**src/rtl/vend_pkg.sv**
```systemverilog
package vend_pkg;

   typedef enum logic [1:0] {
      ITEM_NONE   = 2'd0,
      ITEM_GUM    = 2'd1,
      ITEM_APPLE  = 2'd2,
      ITEM_YOGURT = 2'd3
   } item_e;

   localparam int unsigned NUM_COINS = 3;
   localparam int unsigned NUM_ITEMS = 3;
   localparam int unsigned CENTS_PER_UNIT = 5;

   // coin value in nickel units, index 0 nickel, 1 dime, 2 quarter
   function automatic int unsigned coin_units(input int unsigned idx);
      case (idx)
         0: return 1;
         1: return 2;
         default: return 5;
      endcase
   endfunction

   function automatic item_e item_code(input int unsigned idx);
      case (idx)
         0: return ITEM_GUM;
         1: return ITEM_APPLE;
         default: return ITEM_YOGURT;
      endcase
   endfunction

endpackage

```
**src/rtl/vend_pulse_decode.sv**
```systemverilog
module vend_pulse_decode #(
   parameter int unsigned LINES = 3
) (
   input  logic [LINES-1:0] raw,
   output logic             single,
   output logic [LINES-1:0] picked
);
   localparam int unsigned CNT_W = $clog2(LINES + 1);

   logic [CNT_W-1:0] ones;

   if (LINES < 2) begin : g_bad_lines
      $error("vend_pulse_decode needs at least two lines");
   end

   always_comb begin
      ones = '0;
      for (int i = 0; i < LINES; i++) begin
         ones = ones + CNT_W'(raw[i]);
      end
   end

   assign single = (ones == CNT_W'(1));

   for (genvar g = 0; g < LINES; g++) begin : g_line
      assign picked[g] = raw[g] & single;
   end

endmodule

```
**src/rtl/vend_settle.sv**
```systemverilog
module vend_settle
   import vend_pkg::*;
#(
   parameter int unsigned CAP_UNITS = 5,
   parameter int unsigned LVL_W     = 3,
   parameter int unsigned AVAIL_W   = 4,
   parameter int unsigned CHANGE_W  = 3,
   parameter int unsigned PRICE_GUM    = 3,
   parameter int unsigned PRICE_APPLE  = 4,
   parameter int unsigned PRICE_YOGURT = 5
) (
   input  logic [LVL_W-1:0]     level,
   input  logic [NUM_COINS-1:0] coin_hit,
   input  logic [NUM_ITEMS-1:0] pick_hit,
   input  logic                 refund,
   output logic [LVL_W-1:0]     target,
   output logic [CHANGE_W-1:0]  change,
   output item_e                item
);
   logic [AVAIL_W-1:0] coin_val;
   logic [AVAIL_W-1:0] price;
   logic [AVAIL_W-1:0] avail;
   logic               any_pick;
   item_e              pick_code;

   function automatic int unsigned price_of(input int unsigned idx);
      case (idx)
         0: return PRICE_GUM;
         1: return PRICE_APPLE;
         default: return PRICE_YOGURT;
      endcase
   endfunction

   always_comb begin
      coin_val = '0;
      for (int i = 0; i < NUM_COINS; i++) begin
         if (coin_hit[i]) coin_val = AVAIL_W'(coin_units(i));
      end
   end

   always_comb begin
      price     = '0;
      pick_code = ITEM_NONE;
      any_pick  = 1'b0;
      for (int i = 0; i < NUM_ITEMS; i++) begin
         if (pick_hit[i]) begin
            price     = AVAIL_W'(price_of(i));
            pick_code = item_code(i);
            any_pick  = 1'b1;
         end
      end
   end

   assign avail = AVAIL_W'(level) + coin_val;

   always_comb begin
      target = level;
      change = '0;
      item   = ITEM_NONE;
      if (refund) begin
         target = '0;
         change = CHANGE_W'(level);
      end else if (any_pick && (avail >= price)) begin
         target = '0;
         change = CHANGE_W'(avail - price);
         item   = pick_code;
      end else if (avail > AVAIL_W'(CAP_UNITS)) begin
         target = LVL_W'(CAP_UNITS);
         change = CHANGE_W'(avail - AVAIL_W'(CAP_UNITS));
      end else begin
         target = LVL_W'(avail);
      end
   end

endmodule

```
**src/rtl/vend_credit_fsm.sv**
```systemverilog
module vend_credit_fsm #(
   parameter int unsigned CAP_UNITS = 5,
   parameter int unsigned LVL_W     = 3
) (
   input  logic             clk,
   input  logic             init,
   input  logic [LVL_W-1:0] target,
   output logic [LVL_W-1:0] level
);
   localparam int unsigned STATES = CAP_UNITS + 1;

   logic [STATES-1:0] hot_q;
   logic [STATES-1:0] hot_d;

   if ((1 << LVL_W) < STATES) begin : g_bad_width
      $error("vend_credit_fsm level width too small for the cap");
   end

   for (genvar g = 0; g < STATES; g++) begin : g_state
      assign hot_d[g] = (target == LVL_W'(g));
      always_ff @(posedge clk) begin
         if (init) hot_q[g] <= (g == 0);
         else      hot_q[g] <= hot_d[g];
      end
   end

   always_comb begin
      level = '0;
      for (int i = 0; i < STATES; i++) begin
         if (hot_q[i]) level = level | LVL_W'(i);
      end
   end

   // exactly one credit state active at all times after initialise
   a_r9_onehot_state: assert property (@(posedge clk) disable iff (init)
      $onehot(hot_q));

   // the requested level never goes beyond the cap
   a_r3_target_in_range: assert property (@(posedge clk) disable iff (init)
      target <= LVL_W'(CAP_UNITS));

endmodule

```
**src/rtl/vend_ctrl.sv**
```systemverilog
module vend_ctrl
   import vend_pkg::*;
#(
   parameter int unsigned CAP_UNITS    = 5,
   parameter int unsigned PRICE_GUM    = 3,
   parameter int unsigned PRICE_APPLE  = 4,
   parameter int unsigned PRICE_YOGURT = 5,
   parameter int unsigned CHANGE_W     = 3,
   localparam int unsigned CENTS_W = $clog2(CAP_UNITS * CENTS_PER_UNIT + 1)
) (
   input  logic                clk,
   input  logic                init,
   input  logic                coin_nickel,
   input  logic                coin_dime,
   input  logic                coin_quarter,
   input  logic                refund_btn,
   input  logic                pick_gum,
   input  logic                pick_apple,
   input  logic                pick_yogurt,
   output logic [CENTS_W-1:0]  credit_cents,
   output logic [1:0]          item_out,
   output logic [CHANGE_W-1:0] change_nickels
);
   localparam int unsigned LVL_W    = $clog2(CAP_UNITS + 1);
   localparam int unsigned MAX_AV   = CAP_UNITS + 5;
   localparam int unsigned AVAIL_W  = $clog2(MAX_AV + 1);
   localparam int unsigned MIN_PRICE =
      (PRICE_GUM < PRICE_APPLE) ?
         ((PRICE_GUM < PRICE_YOGURT) ? PRICE_GUM : PRICE_YOGURT) :
         ((PRICE_APPLE < PRICE_YOGURT) ? PRICE_APPLE : PRICE_YOGURT);
   localparam int unsigned MAX_CHANGE = MAX_AV - MIN_PRICE;

   if (PRICE_GUM > CAP_UNITS || PRICE_APPLE > CAP_UNITS || PRICE_YOGURT > CAP_UNITS) begin : g_bad_price
      $error("vend_ctrl: every price must be reachable within the credit cap");
   end
   if (MIN_PRICE == 0) begin : g_bad_zero
      $error("vend_ctrl: prices must be non-zero");
   end
   if (MAX_CHANGE >= (1 << CHANGE_W) || MAX_AV - CAP_UNITS >= (1 << CHANGE_W)) begin : g_bad_change
      $error("vend_ctrl: change width cannot hold the largest refund");
   end

   logic [NUM_COINS-1:0] coin_raw, coin_hit;
   logic [NUM_ITEMS-1:0] pick_raw, pick_hit;
   logic                 coin_single, pick_single;
   logic [LVL_W-1:0]     level, target;
   logic [CHANGE_W-1:0]  change_d, change_q;
   item_e                item_d, item_q;

   assign coin_raw = {coin_quarter, coin_dime, coin_nickel};
   assign pick_raw = {pick_yogurt, pick_apple, pick_gum};

   vend_pulse_decode #(.LINES(NUM_COINS)) u_coin_dec (
      .raw(coin_raw), .single(coin_single), .picked(coin_hit)
   );

   vend_pulse_decode #(.LINES(NUM_ITEMS)) u_pick_dec (
      .raw(pick_raw), .single(pick_single), .picked(pick_hit)
   );

   vend_settle #(
      .CAP_UNITS(CAP_UNITS), .LVL_W(LVL_W), .AVAIL_W(AVAIL_W), .CHANGE_W(CHANGE_W),
      .PRICE_GUM(PRICE_GUM), .PRICE_APPLE(PRICE_APPLE), .PRICE_YOGURT(PRICE_YOGURT)
   ) u_settle (
      .level(level), .coin_hit(coin_hit), .pick_hit(pick_hit), .refund(refund_btn),
      .target(target), .change(change_d), .item(item_d)
   );

   vend_credit_fsm #(.CAP_UNITS(CAP_UNITS), .LVL_W(LVL_W)) u_fsm (
      .clk(clk), .init(init), .target(target), .level(level)
   );

   always_ff @(posedge clk) begin
      if (init) begin
         change_q <= '0;
         item_q   <= ITEM_NONE;
      end else begin
         change_q <= change_d;
         item_q   <= item_d;
      end
   end

   assign credit_cents   = (CENTS_W'(level) << 2) + CENTS_W'(level);
   assign item_out       = item_q;
   assign change_nickels = change_q;

   // credit never shown above the cap
   a_r3_no_overflow: assert property (@(posedge clk) disable iff (init)
      credit_cents <= CENTS_W'(CAP_UNITS * CENTS_PER_UNIT));

   // return clears credit and blocks any sale
   a_r8_return_clears: assert property (@(posedge clk) disable iff (init)
      refund_btn |=> (credit_cents == '0) && (item_out == ITEM_NONE));

   // a sale always leaves zero credit
   a_r6_sale_zero_credit: assert property (@(posedge clk) disable iff (init)
      (item_out != ITEM_NONE) |-> (credit_cents == '0));

   // a multi-selection never dispenses
   a_r5_multi_pick: assert property (@(posedge clk) disable iff (init)
      ($countones(pick_raw) > 1) |=> (item_out == ITEM_NONE));

   // jammed coins with nothing else leave credit untouched and refund nothing
   a_r4_jam_ignored: assert property (@(posedge clk) disable iff (init)
      (($countones(coin_raw) > 1) && !refund_btn && (pick_raw == '0))
         |=> ($stable(credit_cents) && (change_nickels == '0)));

endmodule

```
**config.mk**
```make
export PLATFORM = sky130hd
export DESIGN_NAME = vend_ctrl
export DESIGN_NICKNAME = d
export VERILOG_FILES = /design/src/rtl/vend_pkg.sv /design/src/rtl/vend_pulse_decode.sv /design/src/rtl/vend_settle.sv /design/src/rtl/vend_credit_fsm.sv /design/src/rtl/vend_ctrl.sv
export SDC_FILE = /design/constraint.sdc
export NUM_CORES = 1
export LEC_CHECK = 0
export ABC_AREA = 0
export BUFFER_PORTS_ARGS = -buffer_cell sky130_fd_sc_hd__buf_2
export CAP_MARGIN = 20
export CORE_MARGIN = 4
export CORE_UTILIZATION = 50
export DETAILED_ROUTE_END_ITERATION = 7
export GPL_TIMING_DRIVEN = 0
export PLACE_DENSITY = 0.74
export SYNTH_ARGS = -nofsm -noshare
export SYNTH_HDL_FRONTEND = slang
export SYNTH_HIERARCHICAL = 1
export SYNTH_SLANG_ARGS = --single-unit
```
**constraint.sdc**
```tcl
create_clock -name clk -period 7.9 [get_ports clk]
set_clock_uncertainty 0.05 [all_clocks]
set_input_delay 0.395 -clock clk [delete_from_list [all_inputs] [get_ports clk]]
set_output_delay 0.395 -clock clk [all_outputs]
set_load 0.005 [all_outputs]
```
==> flow_summary.ini <==
[clocking]
cts_sinks = 10
root_buffer = clkbuf_4
cts_htree_levels = 1
cts_hold_buffers = 0
post-cts-setup-buffers = 0
cts_tree = built
insertion_delay_ns = 0.25
clkTransAtPathRegs_ns = 0.06
cts_resized = 0
cts.path.max_buffers = 2
cts_buffers = 3

[sta]
fin_crit_sh_pct = 49.1
final-max-slew-violation-count = 0
timing.final.hold_violations = 0
final-setup-viol-count = 0
timing.max_slew.rel_slack_pct = 62.5
worst_slew_pin_slew_ns = 0.560
rsz0062_at_grt = no
final.setup.tns_ns = 0
clock.fmax_ghz = 0.258
hold-worst-slack_ns = 0.361
setup_slack_ns = 4.02
final.min_clock_period_ns = 3.88

[routing]
detail_route.drc_violations = 0
first_pass_iters = 4
post_drt_via_cell_ratio = 5.45
totalWireLength_mm = 1.57
avg_wl_per_cell_um = 11.7
antenna_violation_net_count_after_detailed_routing = 0
routed-via-count = 730
drt_iter0_drc = 16

[synthesis]
syn-mean-instance-area_sq_um = 9.07
ys.warnings.count = 6
cell_area_synth_sq_um = 871
synth_cells = 96
synth.net_count = 119

[worst_setup_path]
regToRegSetupSlack_ns = 4.63
worstPathRequired_ns = 8.00
setup.worst_path.start_class = primary input
worstReg2RegEnd = u_fsm/hot_q[4]
worst-endpoint-arrival_ns = 3.98
worst-setup-path-type = in -> reg
cp_max_fo = 5
critical_path.endpoint_type = flop
r2r_cells = 10
r2r_start = u_fsm/hot_q[5]

[placement]
numPortBuffers = 18
place_ws_ns = 3.86
postPlaceCellArea_sq_um = 981
globalplace.congestion = 0.925
detailed_place_hpwl_mm = 1.32
place.detailed.instances = 130

[finish]
final_layout_size_suffix_gt1_share_pct = 29.7
final_area_sq_um = 1020
instances_no_fill = 134
finalNetCount = 142
area_growth_syn_to_layout_pct = 16.8
n_antenna_cell = 0

[power]
p_leak_nw = 0.529
power_density_nw_per_um2 = 167
vdd_drop_max_v = 0.0000854

[floorplanning]
dieWidth_um = 49.7
num_io_pins = 19
die_y_um = 49.7
dieArea_sq_um = 2470
initial_core_util_pct = 55.2
rows = 14
core-area_sq_um = 1580

[global_routing]
grtUsageTotal_pct = 14.0
grt_first_pass_wirelength_mm = 2.77
antenna_found_initial = 0
total_overflow_reported_by_the_global_router = 0
vias_in_the_first_global_route = 693
grt_max_degree = 11

[worst_hold_path]
hold_start = init
cell_count_of_the_worst_hold_path = 2
min_path_type = in -> reg
worst_case_hold_path_end_point = change_nickels[1]

[run_status]
outcome = finished clean

[flow_run]
cap_viol_max_count = 0
metrics by stage:
stage,utilization (%),power (mW)
6_report,64.5,0.170
5_1_grt,64.5,0.184
4_1_cts,64.5,0.170
3_5_place_dp,62.2,0.126
3_3_place_gp,62.2,0.124
2_1_floorplan,-,0.109
state kept, by name, indices dropped and copies added (netlist names):
register        cells
item_out            2
change_nickels      3
u_fsm/hot_q         5
routing by layer:
| metal | GRT usage, % | share of wire, % | vias to the layer above |
|---|---|---|---|
| met5 | 0 | 0 | - |
| met4 | 4.15 | 0 | 0 |
| met3 | 3.01 | 4.6 | 0 |
| met2 | 23.8 | 48 | 22 |
| met1 | 17.6 | 47 | 325 |
| li1 | - | - | 383 |
cells in the final DEF (no fill, tap or decap), types with 2 or more instances in the layout:
| cell | instances |
|---|---|
| a21oi_1 | 5 |
| dfxtp_1 | 10 |
| a21o_1 | 2 |
| nor2b_1 | 5 |
| nor2_1 | 5 |
| nor4b_1 | 3 |
| clkbuf_4 | 3 |
| o211ai_1 | 3 |
| nand2_1 | 6 |
| nor3_1 | 4 |
| and3b_2 | 6 |
| a211oi_1 | 2 |
| ha_1 | 10 |
| buf_2 | 18 |
| xnor2_1 | 2 |
| or3_1 | 3 |
| and4bb_2 | 2 |
| inv_1 | 11 |
| fa_1 | 4 |
| or2_2 | 2 |
power by group:
group | internal (mW) | total, mW | switching, mW
clock network | 0.0279 | 0.0436 | 0.0157
registers | 0.0532 | 0.0537 | 0.000533
logic | 0.0316 | 0.0723 | 0.0407
worst max path at each step:
stage | cells past startpoint | slack, ns | start | to
finish | 14 | 4.02 | coin_nickel | u_fsm/hot_q[4]
global route | 14 | 3.73 | coin_nickel | u_fsm/hot_q[4]
detailed placement | 14 | 3.86 | coin_nickel | u_fsm/hot_q[3]
global placement | 14 | 3.90 | coin_nickel | u_fsm/hot_q[3]
floorplan | 13 | 4.30 | coin_nickel | u_fsm/hot_q[3]
CTS | 14 | 4.10 | coin_nickel | u_fsm/hot_q[3]
final cells by class:
type / instances / area (sq um)
plain buffers: 1 / 3.75
clock buffers: 4 / 36.3
fillers: 143 / 559
inverters: 11 / 41.3
multi-input cells: 74 / 626
flip-flops and latches: 10 / 200
well taps: 16 / 20.0
repair buffers: 18 / 90.1
critical path: stages:
cell and delay [ns]:
buf_2 0.11, fa_1 0.49, and3b_2 0.24, inv_1 0.05, a21o_1 0.10, ha_1 0.16, inv_1 0.05, fa_1 0.55
inv_1 0.11, fa_1 0.44, a21oi_1 0.22, a31oi_1 0.21, a211oi_1 0.54, nor4b_1 0.31
No activity file was read; power rests on OpenSTA's default activity.
